`src/rtl/sru_pkg.sv`:
```
package sru_pkg;
  localparam int unsigned OP_W = 4;

  typedef enum logic [OP_W-1:0] {
    OP_NEG  = 4'h0,
    OP_RSV1 = 4'h1,
    OP_RSV2 = 4'h2,
    OP_CPL  = 4'h3,
    OP_SRL  = 4'h4,
    OP_RSV5 = 4'h5,
    OP_RRC  = 4'h6,
    OP_SRA  = 4'h7,
    OP_SLL  = 4'h8,
    OP_RLC  = 4'h9,
    OP_DEC  = 4'hA,
    OP_RSVB = 4'hB,
    OP_INC  = 4'hC,
    OP_TST  = 4'hD,
    OP_SWP  = 4'hE,
    OP_CLR  = 4'hF
  } sru_op_e;

  typedef struct packed {
    logic n;
    logic z;
    logic c;
  } sru_flags_t;
endpackage

```
`src/rtl/sru_decode.sv`:
```
module sru_decode
  import sru_pkg::*;
(
  input  sru_op_e    op_i,
  output sru_flags_t we_o,
  output logic       wb_o,
  output logic       invalid_o
);
  always_comb begin
    we_o      = '{n: 1'b1, z: 1'b1, c: 1'b1};
    wb_o      = 1'b1;
    invalid_o = 1'b0;
    unique case (op_i)
      OP_NEG, OP_CPL, OP_SRL, OP_RRC, OP_SRA, OP_SLL, OP_RLC: ;
      OP_DEC, OP_INC, OP_SWP, OP_CLR: we_o.c = 1'b0;
      OP_TST: begin
        we_o.c = 1'b0;
        wb_o   = 1'b0;
      end
      default: begin
        we_o      = '0;
        wb_o      = 1'b0;
        invalid_o = 1'b1;
      end
    endcase
  end
endmodule

```
`src/rtl/sru_lane.sv`:
```
module sru_lane
  import sru_pkg::*;
#(
  parameter int unsigned W = 8
) (
  input  logic [W-1:0] opnd_i,
  input  sru_op_e      op_i,
  input  logic         carry_i,
  output logic [W-1:0] res_o,
  output logic         c_o
);
  localparam int unsigned HALF = W / 2;

  always_comb begin
    res_o = opnd_i;
    c_o   = carry_i;
    unique case (op_i)
      OP_NEG: begin
        res_o = W'(0) - opnd_i;
        c_o   = |opnd_i;
      end
      OP_CPL: begin
        res_o = ~opnd_i;
        c_o   = 1'b1;
      end
      OP_SRL: begin
        res_o = {1'b0, opnd_i[W-1:1]};
        c_o   = opnd_i[0];
      end
      OP_SRA: begin
        res_o = {opnd_i[W-1], opnd_i[W-1:1]};
        c_o   = opnd_i[0];
      end
      OP_RRC: begin
        res_o = {carry_i, opnd_i[W-1:1]};
        c_o   = opnd_i[0];
      end
      OP_SLL: begin
        res_o = {opnd_i[W-2:0], 1'b0};
        c_o   = opnd_i[W-1];
      end
      OP_RLC: begin
        res_o = {opnd_i[W-2:0], carry_i};
        c_o   = opnd_i[W-1];
      end
      OP_DEC:  res_o = opnd_i - W'(1);
      OP_INC:  res_o = opnd_i + W'(1);
      OP_SWP:  res_o = {opnd_i[HALF-1:0], opnd_i[W-1:HALF]};
      OP_CLR:  res_o = '0;
      default: ;
    endcase
  end
endmodule

```
`src/rtl/sru_nz.sv`:
```
module sru_nz #(
  parameter int unsigned W = 8
) (
  input  logic [W-1:0] res_i,
  output logic         n_o,
  output logic         z_o
);
  assign n_o = res_i[W-1];
  assign z_o = (res_i == '0);
endmodule

```
`src/rtl/sru_top.sv`:
```
module sru_top
  import sru_pkg::*;
#(
  parameter int unsigned DATA_W = 16
) (
  input  logic              clk_i,
  input  logic              rst_ni,
  input  logic              valid_i,
  input  logic              word_i,
  input  logic [OP_W-1:0]   op_i,
  input  logic [DATA_W-1:0] operand_i,
  input  logic              carry_i,
  output logic              valid_o,
  output logic [DATA_W-1:0] result_o,
  output logic              n_o,
  output logic              z_o,
  output logic              c_o,
  output logic [2:0]        flag_we_o,
  output logic              write_o,
  output logic              invalid_o
);
  localparam int unsigned BYTE_W  = DATA_W / 2;
  localparam int unsigned N_LANES = 2;

  sru_op_e    op;
  sru_flags_t we_d, we_q;
  logic       wb_d, inv_d;

  assign op = sru_op_e'(op_i);

  sru_decode u_dec (
    .op_i      (op),
    .we_o      (we_d),
    .wb_o      (wb_d),
    .invalid_o (inv_d)
  );

  logic [DATA_W-1:0] lane_res [N_LANES];
  logic              lane_c   [N_LANES];
  logic              lane_n   [N_LANES];
  logic              lane_z   [N_LANES];

  // lane 0 = byte width, lane 1 = word width
  for (genvar g = 0; g < N_LANES; g++) begin : g_lane
    localparam int unsigned LW = BYTE_W * (g + 1);
    logic [LW-1:0] r;
    sru_lane #(.W(LW)) u_lane (
      .opnd_i  (operand_i[LW-1:0]),
      .op_i    (op),
      .carry_i (carry_i),
      .res_o   (r),
      .c_o     (lane_c[g])
    );
    sru_nz #(.W(LW)) u_nz (
      .res_i (r),
      .n_o   (lane_n[g]),
      .z_o   (lane_z[g])
    );
    assign lane_res[g] = DATA_W'(r);
  end

  logic [DATA_W-1:0] res_q;
  sru_flags_t        fl_q;
  logic              valid_q, wb_q, inv_q;

  always_ff @(posedge clk_i or negedge rst_ni) begin
    if (!rst_ni) begin
      valid_q <= 1'b0;
      res_q   <= '0;
      fl_q    <= '0;
      we_q    <= '0;
      wb_q    <= 1'b0;
      inv_q   <= 1'b0;
    end else begin
      valid_q <= valid_i;
      if (valid_i) begin
        res_q   <= lane_res[word_i];
        fl_q.n  <= lane_n[word_i];
        fl_q.z  <= lane_z[word_i];
        fl_q.c  <= lane_c[word_i];
        we_q    <= we_d;
        wb_q    <= wb_d;
        inv_q   <= inv_d;
      end
    end
  end

  assign valid_o   = valid_q;
  assign result_o  = res_q;
  assign n_o       = fl_q.n;
  assign z_o       = fl_q.z;
  assign c_o       = fl_q.c;
  assign flag_we_o = we_q;
  assign write_o   = wb_q;
  assign invalid_o = inv_q;

  AST_LATENCY: assert property (@(posedge clk_i) disable iff (!rst_ni)
    valid_o == $past(valid_i));
  AST_INC_DEC_KEEP_C: assert property (@(posedge clk_i) disable iff (!rst_ni)
    (valid_i && (op_i == OP_INC || op_i == OP_DEC))
    |=> (c_o == $past(carry_i) && !flag_we_o[0]));
  AST_TEST_NO_WB: assert property (@(posedge clk_i) disable iff (!rst_ni)
    (valid_i && op_i == OP_TST) |=> (!write_o && !flag_we_o[0]));
  AST_CLR_RESULT: assert property (@(posedge clk_i) disable iff (!rst_ni)
    (valid_i && op_i == OP_CLR) |=> (result_o == '0 && z_o && !n_o));
  AST_Z_TRACKS: assert property (@(posedge clk_i) disable iff (!rst_ni)
    (valid_o && flag_we_o[1]) |-> (z_o == (result_o == '0)));
  AST_INVALID_QUIET: assert property (@(posedge clk_i) disable iff (!rst_ni)
    invalid_o |-> (flag_we_o == 3'b000 && !write_o));
endmodule

```
`config.mk`:
```
export PLATFORM = sky130hd
export DESIGN_NAME = sru_top
export DESIGN_NICKNAME = d
export VERILOG_FILES = /design/src/rtl/sru_pkg.sv /design/src/rtl/sru_decode.sv /design/src/rtl/sru_lane.sv /design/src/rtl/sru_nz.sv /design/src/rtl/sru_top.sv
export SDC_FILE = /design/constraint.sdc
export NUM_CORES = 1
export LEC_CHECK = 0
export BUFFER_PORTS_ARGS = -buffer_cell sky130_fd_sc_hd__buf_2
export CAP_MARGIN = 20
export CORE_MARGIN = 2
export CORE_UTILIZATION = 35
export DETAILED_ROUTE_END_ITERATION = 10
export PLACE_DENSITY = 0.56
export SYNTH_ARGS = -nofsm -noshare
export SYNTH_HDL_FRONTEND = slang
export SYNTH_HIERARCHICAL = 1
export SYNTH_SLANG_ARGS = --single-unit
```
`constraint.sdc`:
```
create_clock -name clk_i -period 2.65 [get_ports clk_i]
set_clock_uncertainty 0.2 [all_clocks]
set_input_delay 0.1325 -clock clk_i [delete_from_list [all_inputs] [get_ports clk_i]]
set_output_delay 0.1325 -clock clk_i [all_outputs]
set_load 0.1 [all_outputs]
```
==> results.py, run 1 <==
metrics = {
    "synth": {
        "synth_edf_count": 0,
        "ys.flop_type": "dfrtp_1",
        "synth_commonest_cells": "a21oi_1 (56), nor2_1 (52), nand2_1 (36)",
        "synth.largest_area_cell": "dfrtp_1",
        "synth_top_area_share_pct": 13.7,
        "syn_area_um2": 4570,
        "synth_nets": 675,
        "synth.most_common_cell": "a21oi_1",
        "ys_seq_area_share_pct": 13.7,
        "ys_warn_count": 6,
        "synth_area_leaders": "dfrtp_1 (14%), ha_1 (7.9%), a21oi_1 (6.1%)",
        "netlist_instances": 619,
        "yosys.cell_types.count": 85,
        "ys_async_sr_fraction_pct": 100,
        "syn_area_per_cell_um2": 7.38,
        "ys_seq_elements": 25,
    },
    "clock_tree": {
        "cts_root_buffer": "clkbuf_16",
        "cts-htree-levels": 1,
        "cts_tree": "built",
        "cts_sinks": 25,
        "clk_latency_ns": 0.25,
        "cts_buffers": 3,
        "clk_pin_slew_worst_paths_ns": 0.06,
        "cts_buffer_depth": 2,
    },
    "global_routing": {
        "grt_max_degree": 45,
        "gr-total-overflow": 0,
        "globalRouteTotalUtil_pct": 24.1,
        "grt_pass1_vias": 5444,
        "antenna_found_initial": 0,
        "grt_pass1_wl_mm": 28.3,
    },
    "worst_setup_path": {
        "max_stage_delay_ns": 0.55,
        "critPathRequiredTime_ns": 2.62,
        "crit_type": "in -> reg",
        "crit_arrival_ns": 2.98,
        "path_common_cell": "buf_12",
        "worstPathCellList": "buf_12 > buf_12 > nor3_4 > inv_4 > ha_1 > a21oi_2 > nand2_1 > xor2_1 > o2bb2ai_1 > or4_4 > or4_1 > nor2_2 > mux2i_1 > a21oi_1",
        "cp-end-kind": "flip-flop",
        "reg2reg_setup_slack_ns": 1.68,
        "cp_slowest_cell": "or4_1",
        "start_kind": "input port",
        "path_max_fanout": 8,
    },
    "floorplanning": {
        "dieArea_um2": 14000,
        "io_pins": 50,
        "core_um2": 12700,
        "initial_utilization_pct": 36.1,
        "std_cell_rows": 41,
        "die_h_um": 118,
        "die_w_um": 118,
    },
    "power_and_ir_drop": {
        "total_leakage_power_nw": 2.81,
        "max-vdd-ir-drop_mv": 0.620,
        "p_per_area_nw_per_um2": 357,
    },
    "timing": {
        "drv_slew": 0,
        "setup_viol": 2,
        "fin_crit_ns": 3.00,
        "fmax_mhz": 333,
        "fin_ws_ns": -0.355,
        "hold_viol": 0,
        "tns_ns": -0.406,
        "relSlewSlack_pct": 53.9,
        "worst_pin_slew_ns": 0.692,
        "rsz0062_at_grt": "yes",
        "finalCritPeriodShare_pct": 113,
    },
    "route": {
        "drt-initial-drc-count": 582,
        "wire_per_inst_um": 17.9,
        "finalWirelength_mm": 17.3,
        "first_pass_iters": 5,
        "drc": 0,
        "vias": 5596,
        "ant_nets": 0,
        "vias_per_cell": 5.78,
    },
    "final_layout": {
        "final_layout_size_suffix_gt1_share_pct": 38.0,
        "diodes": 0,
        "multi_input_area_um2": 3850,
        "nFillCells": 1232,
        "fin_area_um2": 6560,
        "area.sequential_um2": 626,
        "synthToLayoutAreaGrowth_pct": 43.5,
        "fin_nets": 854,
    },
    "place": {
        "routabilityCongestion": 0.953,
        "dp_hpwl_mm": 13.6,
        "io_buffers": 49,
        "place_area_um2": 6170,
    },
    "outcome": {
        "status": "finished with violations",
        "violations": "setup timing",
    },
    "run": {
        "cap_violations": 0,
    },
    "hold_path": {
        "hp-class": "in -> reg",
    },
}
## worst max-delay path: cells and delay by family
family          cells  cell delay (ns)
mux                 1             0.08
xor+xnor            1             0.15
buf+inv             3             0.33
simple gates        5             1.44
compound gates      3             0.48
fa+ha+maj           1             0.34
## registers in the layout, indices dropped and copies added, names as in the netlist
name / cells
n_o: 1
c_o: 1
result_o: 16
flag_we_o: 3
invalid_o: 1
z_o: 1
write_o: 1
valid_o: 1
## repair_timing
item                                   4_1_cts  5_1_grt
pin swaps                                    6        7
setup endpoints to repair                    8       14
setup buffers                                2        4
resized for setup                           22       33
endpoints found under the hold margin       25        0
hold buffers                                 1        0
## path summary, 6_finish.rpt
path                                       start                       to  cells past startpoint
max                                      op_i[1]          z_o$_DFFE_PN0P_                     14
min                                      valid_i        valid_o$_DFF_PN0_                      1
max reg2reg                  write_o$_DFFE_PN0P_      write_o$_DFFE_PN0P_                      1
min reg2reg                invalid_o$_DFFE_PN0P_    invalid_o$_DFFE_PN0P_                      1
max in group asynchronous                 rst_ni  result_o[4]$_DFFE_PN0P_                      2
min in group asynchronous                 rst_ni  result_o[9]$_DFFE_PN0P_                      2
## stage by stage
step / hold slack (ns) / total power [mW] / instances / setup WS, ns / utilization [%]
after floorplan: -0.363 / 1.44 / 619 / -0.409 / -
after global placement: -0.0586 / 1.92 / 959 / -0.655 / 48.7
after detailed placement: -0.0528 / 1.94 / 959 / -0.715 / 48.7
after CTS: 0.155 / 2.30 / 966 / -0.354 / 50.2
after global routing: 0.211 / 2.47 / 969 / -0.466 / 51.8
final: 0.158 / 2.34 / 969 / -0.355 / 51.8
## cell families after synthesis
family                   count (synthesis)  synth area share [%]
AO/OA/AOI/OAI                          224                  34.1
XOR/XNOR                                24                  4.60
adder cells (fa/ha/maj)                 31                  8.81
buffers and inverters                   80                  9.03
flip-flops                              25                  13.7
multiplexers                            16                  3.72
AND/OR/NAND/NOR                        219                  26.1
## cell type report
type	count	area share (%)
inverter	24	1.45
sequential	25	9.54
timing repair buffer	230	25.8
clock buffer	4	1.20
tap	172	3.28
multi-input combinational	514	58.7
## power breakdown
part           total (mW)  internal (mW)  switching, mW
logic                1.56          0.576          0.981
registers           0.457          0.431         0.0264
clock network       0.330          0.205          0.125
total                2.34           1.21           1.13
## metal layers
metal / GRT usage [%] / wire, µm / up-vias / share of wire, %
li1: - / - / 2690 / -
met1: 33.4 / 7660 / 2606 / 44
met2: 39.0 / 8000 / 256 / 46
met3: 2.90 / 1200 / 44 / 6.9
met4: 7.61 / 459 / 0 / 2.7
met5: 0 / 0 / - / 0
## cell usage in the layout, fill, tap and decap left out, drive strengths merged, types with 5 or more instances in the layout
cell type,count
a22oi,8
nor3b,6
nor3,21
a22o,12
nor2b,18
nand4,8
buf,229
a222oi,6
nand2,36
a221oi,9
o22ai,5
o21ai,41
nor2,52
a21o,12
xnor2,19
nor4,8
inv,24
or4,7
mux2i,11
a211o,6
a21oi,56
dfrtp,25
o211ai,8
mux2,5
o31ai,10
o21a,6
ha,29
a31oi,7
nand3,26
nand2b,17
xor2,5
Note: power is estimated with default switching activity, not from simulation.
==> inputs of run 2 (changes only) <==
- PLACE_DENSITY: 0.56 -> default
==> results.py, run 2 (synthesized netlist as in run 1, its figures left out) <==
metrics = {
    "floorplanning": {
        "io_pins": 50,
        "core_um2": 12700,
        "die_h_um": 118,
        "die_w_um": 118,
        "std_cell_rows": 41,
        "initial_utilization_pct": 36.1,
        "dieArea_um2": 14000,
    },
    "worst_setup_path": {
        "cp-end-kind": "flip-flop",
        "start_kind": "input port",
        "worstPathCellList": "buf_2 > buf_4 > nand2_8 > nor3_4 > inv_4 > ha_1 > a21oi_2 > nand2_1 > xor2_1 > o2bb2ai_1 > or4_1 > or4_1 > nor2_1 > mux2i_1 > a21oi_1",
        "path_max_fanout": 8,
        "reg2reg_setup_slack_ns": 1.68,
        "max_stage_delay_ns": 0.53,
        "worst_r2r_path_depth": 1,
        "crit_arrival_ns": 2.94,
        "critPathRequiredTime_ns": 2.63,
        "crit_type": "in -> reg",
        "path_common_cell": "or4_1",
        "rr_endpoint": "flag_we_o[1]$_DFFE_PN0P_",
        "r2r_start": "flag_we_o[1]$_DFFE_PN0P_",
        "cp_slowest_cell": "or4_1",
    },
    "final_layout": {
        "nFillCells": 1231,
        "final_layout_size_suffix_gt1_share_pct": 36.4,
        "largest_register_ffs": 16,
        "synthToLayoutAreaGrowth_pct": 41.7,
        "final_common_cell": "buf_4",
        "fin_nets": 863,
        "diodes": 0,
        "post-route-util_pct": 51.1,
        "fin_area_um2": 6480,
        "fin_cells": 978,
        "layout_common_cells": "buf_4 (184), nor2_1 (52), a21oi_1 (51), buf_2 (49), nand2_1 (33)",
    },
    "place": {
        "place_inst": 968,
        "routabilityCongestion": 1.05,
        "place_area_um2": 6260,
        "dp_hpwl_mm": 14.3,
        "place_ws_ns": -0.649,
        "io_buffers": 49,
    },
    "clock_tree": {
        "cts_tree": "built",
        "cts_buffers": 3,
        "clk_latency_ns": 0.26,
        "cts_root_buffer": "clkbuf_16",
        "clk_pin_slew_worst_paths_ns": 0.06,
        "cts-htree-levels": 1,
        "cts_sinks": 25,
        "cts_buffer_depth": 2,
    },
    "timing": {
        "setup_viol": 7,
        "finalCritPeriodShare_pct": 112,
        "fmax_mhz": 338,
        "rsz0062_at_grt": "yes",
        "fin_crit_ns": 2.96,
        "relSlewSlack_pct": 52.0,
        "tns_ns": -0.613,
        "fin_ws_ns": -0.309,
        "hold_viol": 0,
        "worst_pin_slew_ns": 0.720,
        "hold_ws_ns": 0.168,
        "drv_slew": 0,
    },
    "hold_path": {
        "hp-start": "valid_i",
        "min_path_cells": 1,
        "hp-class": "in -> reg",
        "worstHoldEndpoint": "valid_o$_DFF_PN0_",
    },
    "outcome": {
        "status": "finished with violations",
        "violations": "setup timing",
    },
    "route": {
        "first_pass_iters": 6,
        "vias_per_cell": 5.80,
        "wire_per_inst_um": 18.7,
        "vias": 5673,
        "finalWirelength_mm": 18.3,
        "ant_nets": 0,
        "drc": 0,
        "drt-initial-drc-count": 600,
    },
    "global_routing": {
        "grt_pass1_wl_mm": 29.4,
        "grt_pass1_vias": 5449,
        "antenna_found_initial": 0,
        "grt_max_degree": 52,
        "gr-total-overflow": 0,
        "globalRouteTotalUtil_pct": 25.5,
    },
    "power_and_ir_drop": {
        "p_per_area_nw_per_um2": 361,
        "finalPower_mw": 2.34,
        "max-vdd-ir-drop_mv": 0.563,
        "total_leakage_power_nw": 2.83,
    },
    "run": {
        "cap_violations": 0,
    },
}
==> run 2: cell types whose count changed in the layout (fill, tap and decap cells not counted), moves of 3 or more <==
| cell | change |
|---|---|
| buf_4 | +11 |
| a21oi_2 | -3 |
| a21oi_1 | +4 |
| buf_6 | -7 |
| ha_1 | +5 |
| ha_4 | -4 |
| buf_2 | +4 |
==> run 2: how the worst max path moves through the flow <==
stage | end | slack (ns) | from | depth (start not counted)
floorplan | z_o$_DFFE_PN0P_ | -0.41 | op_i[3] | 15
CTS | z_o$_DFFE_PN0P_ | -0.32 | op_i[2] | 15
global route | z_o$_DFFE_PN0P_ | -0.55 | op_i[1] | 16
global placement | z_o$_DFFE_PN0P_ | -0.62 | op_i[2] | 15
detailed placement | z_o$_DFFE_PN0P_ | -0.65 | op_i[3] | 15
finish | z_o$_DFFE_PN0P_ | -0.31 | op_i[2] | 15
==> run 2: layer usage <==
layer,part of all wire [%],wire length (µm),GRT usage [%]
met5,0,0,0
met4,2.4,443,5.50
met3,8.4,1540,3.57
met2,44,8020,40.3
met1,45,8250,36.7
==> run 2: report_power, final <==
| part | switching, mW | total, mW | internal, mW | leakage (nW) |
|---|---|---|---|---|
| logic | 0.983 | 1.55 | 0.566 | 2.49 |
| registers | 0.0286 | 0.459 | 0.431 | 0.299 |
| clock network | 0.131 | 0.334 | 0.203 | 0.0409 |
==> run 2: critical path: cells and delay by family <==
| family | cells | cell delay [ns] |
|---|---|---|
| compound gates | 3 | 0.42 |
| xor+xnor | 1 | 0.15 |
| fa+ha+maj | 1 | 0.34 |
| buf+inv | 3 | 0.38 |
| mux | 1 | 0.08 |
| simple gates | 6 | 1.42 |
==> run 2: final cells by class <==
class                           count  area, µm²  area share [%]
Clock buffer                        3       75.1            1.16
Clock inverter                      1       5.00          0.0773
Inverter                           24       95.1            1.47
Multi-Input combinational cell    514       3720            57.5
Sequential cell                    25        626            9.66
Tap cell                          172        215            3.32
Timing Repair Buffer              239       1740            26.8
==> run 2: what timing repair did <==
action / in CTS / in global routing
gates resized for setup: 8 / 10
setup endpoints to repair: 6 / 17
hold buffers: 1 / 0
buffers inserted: 4 / 1
pin swaps: 6 / 3
hold endpoints to repair: 25 / 0
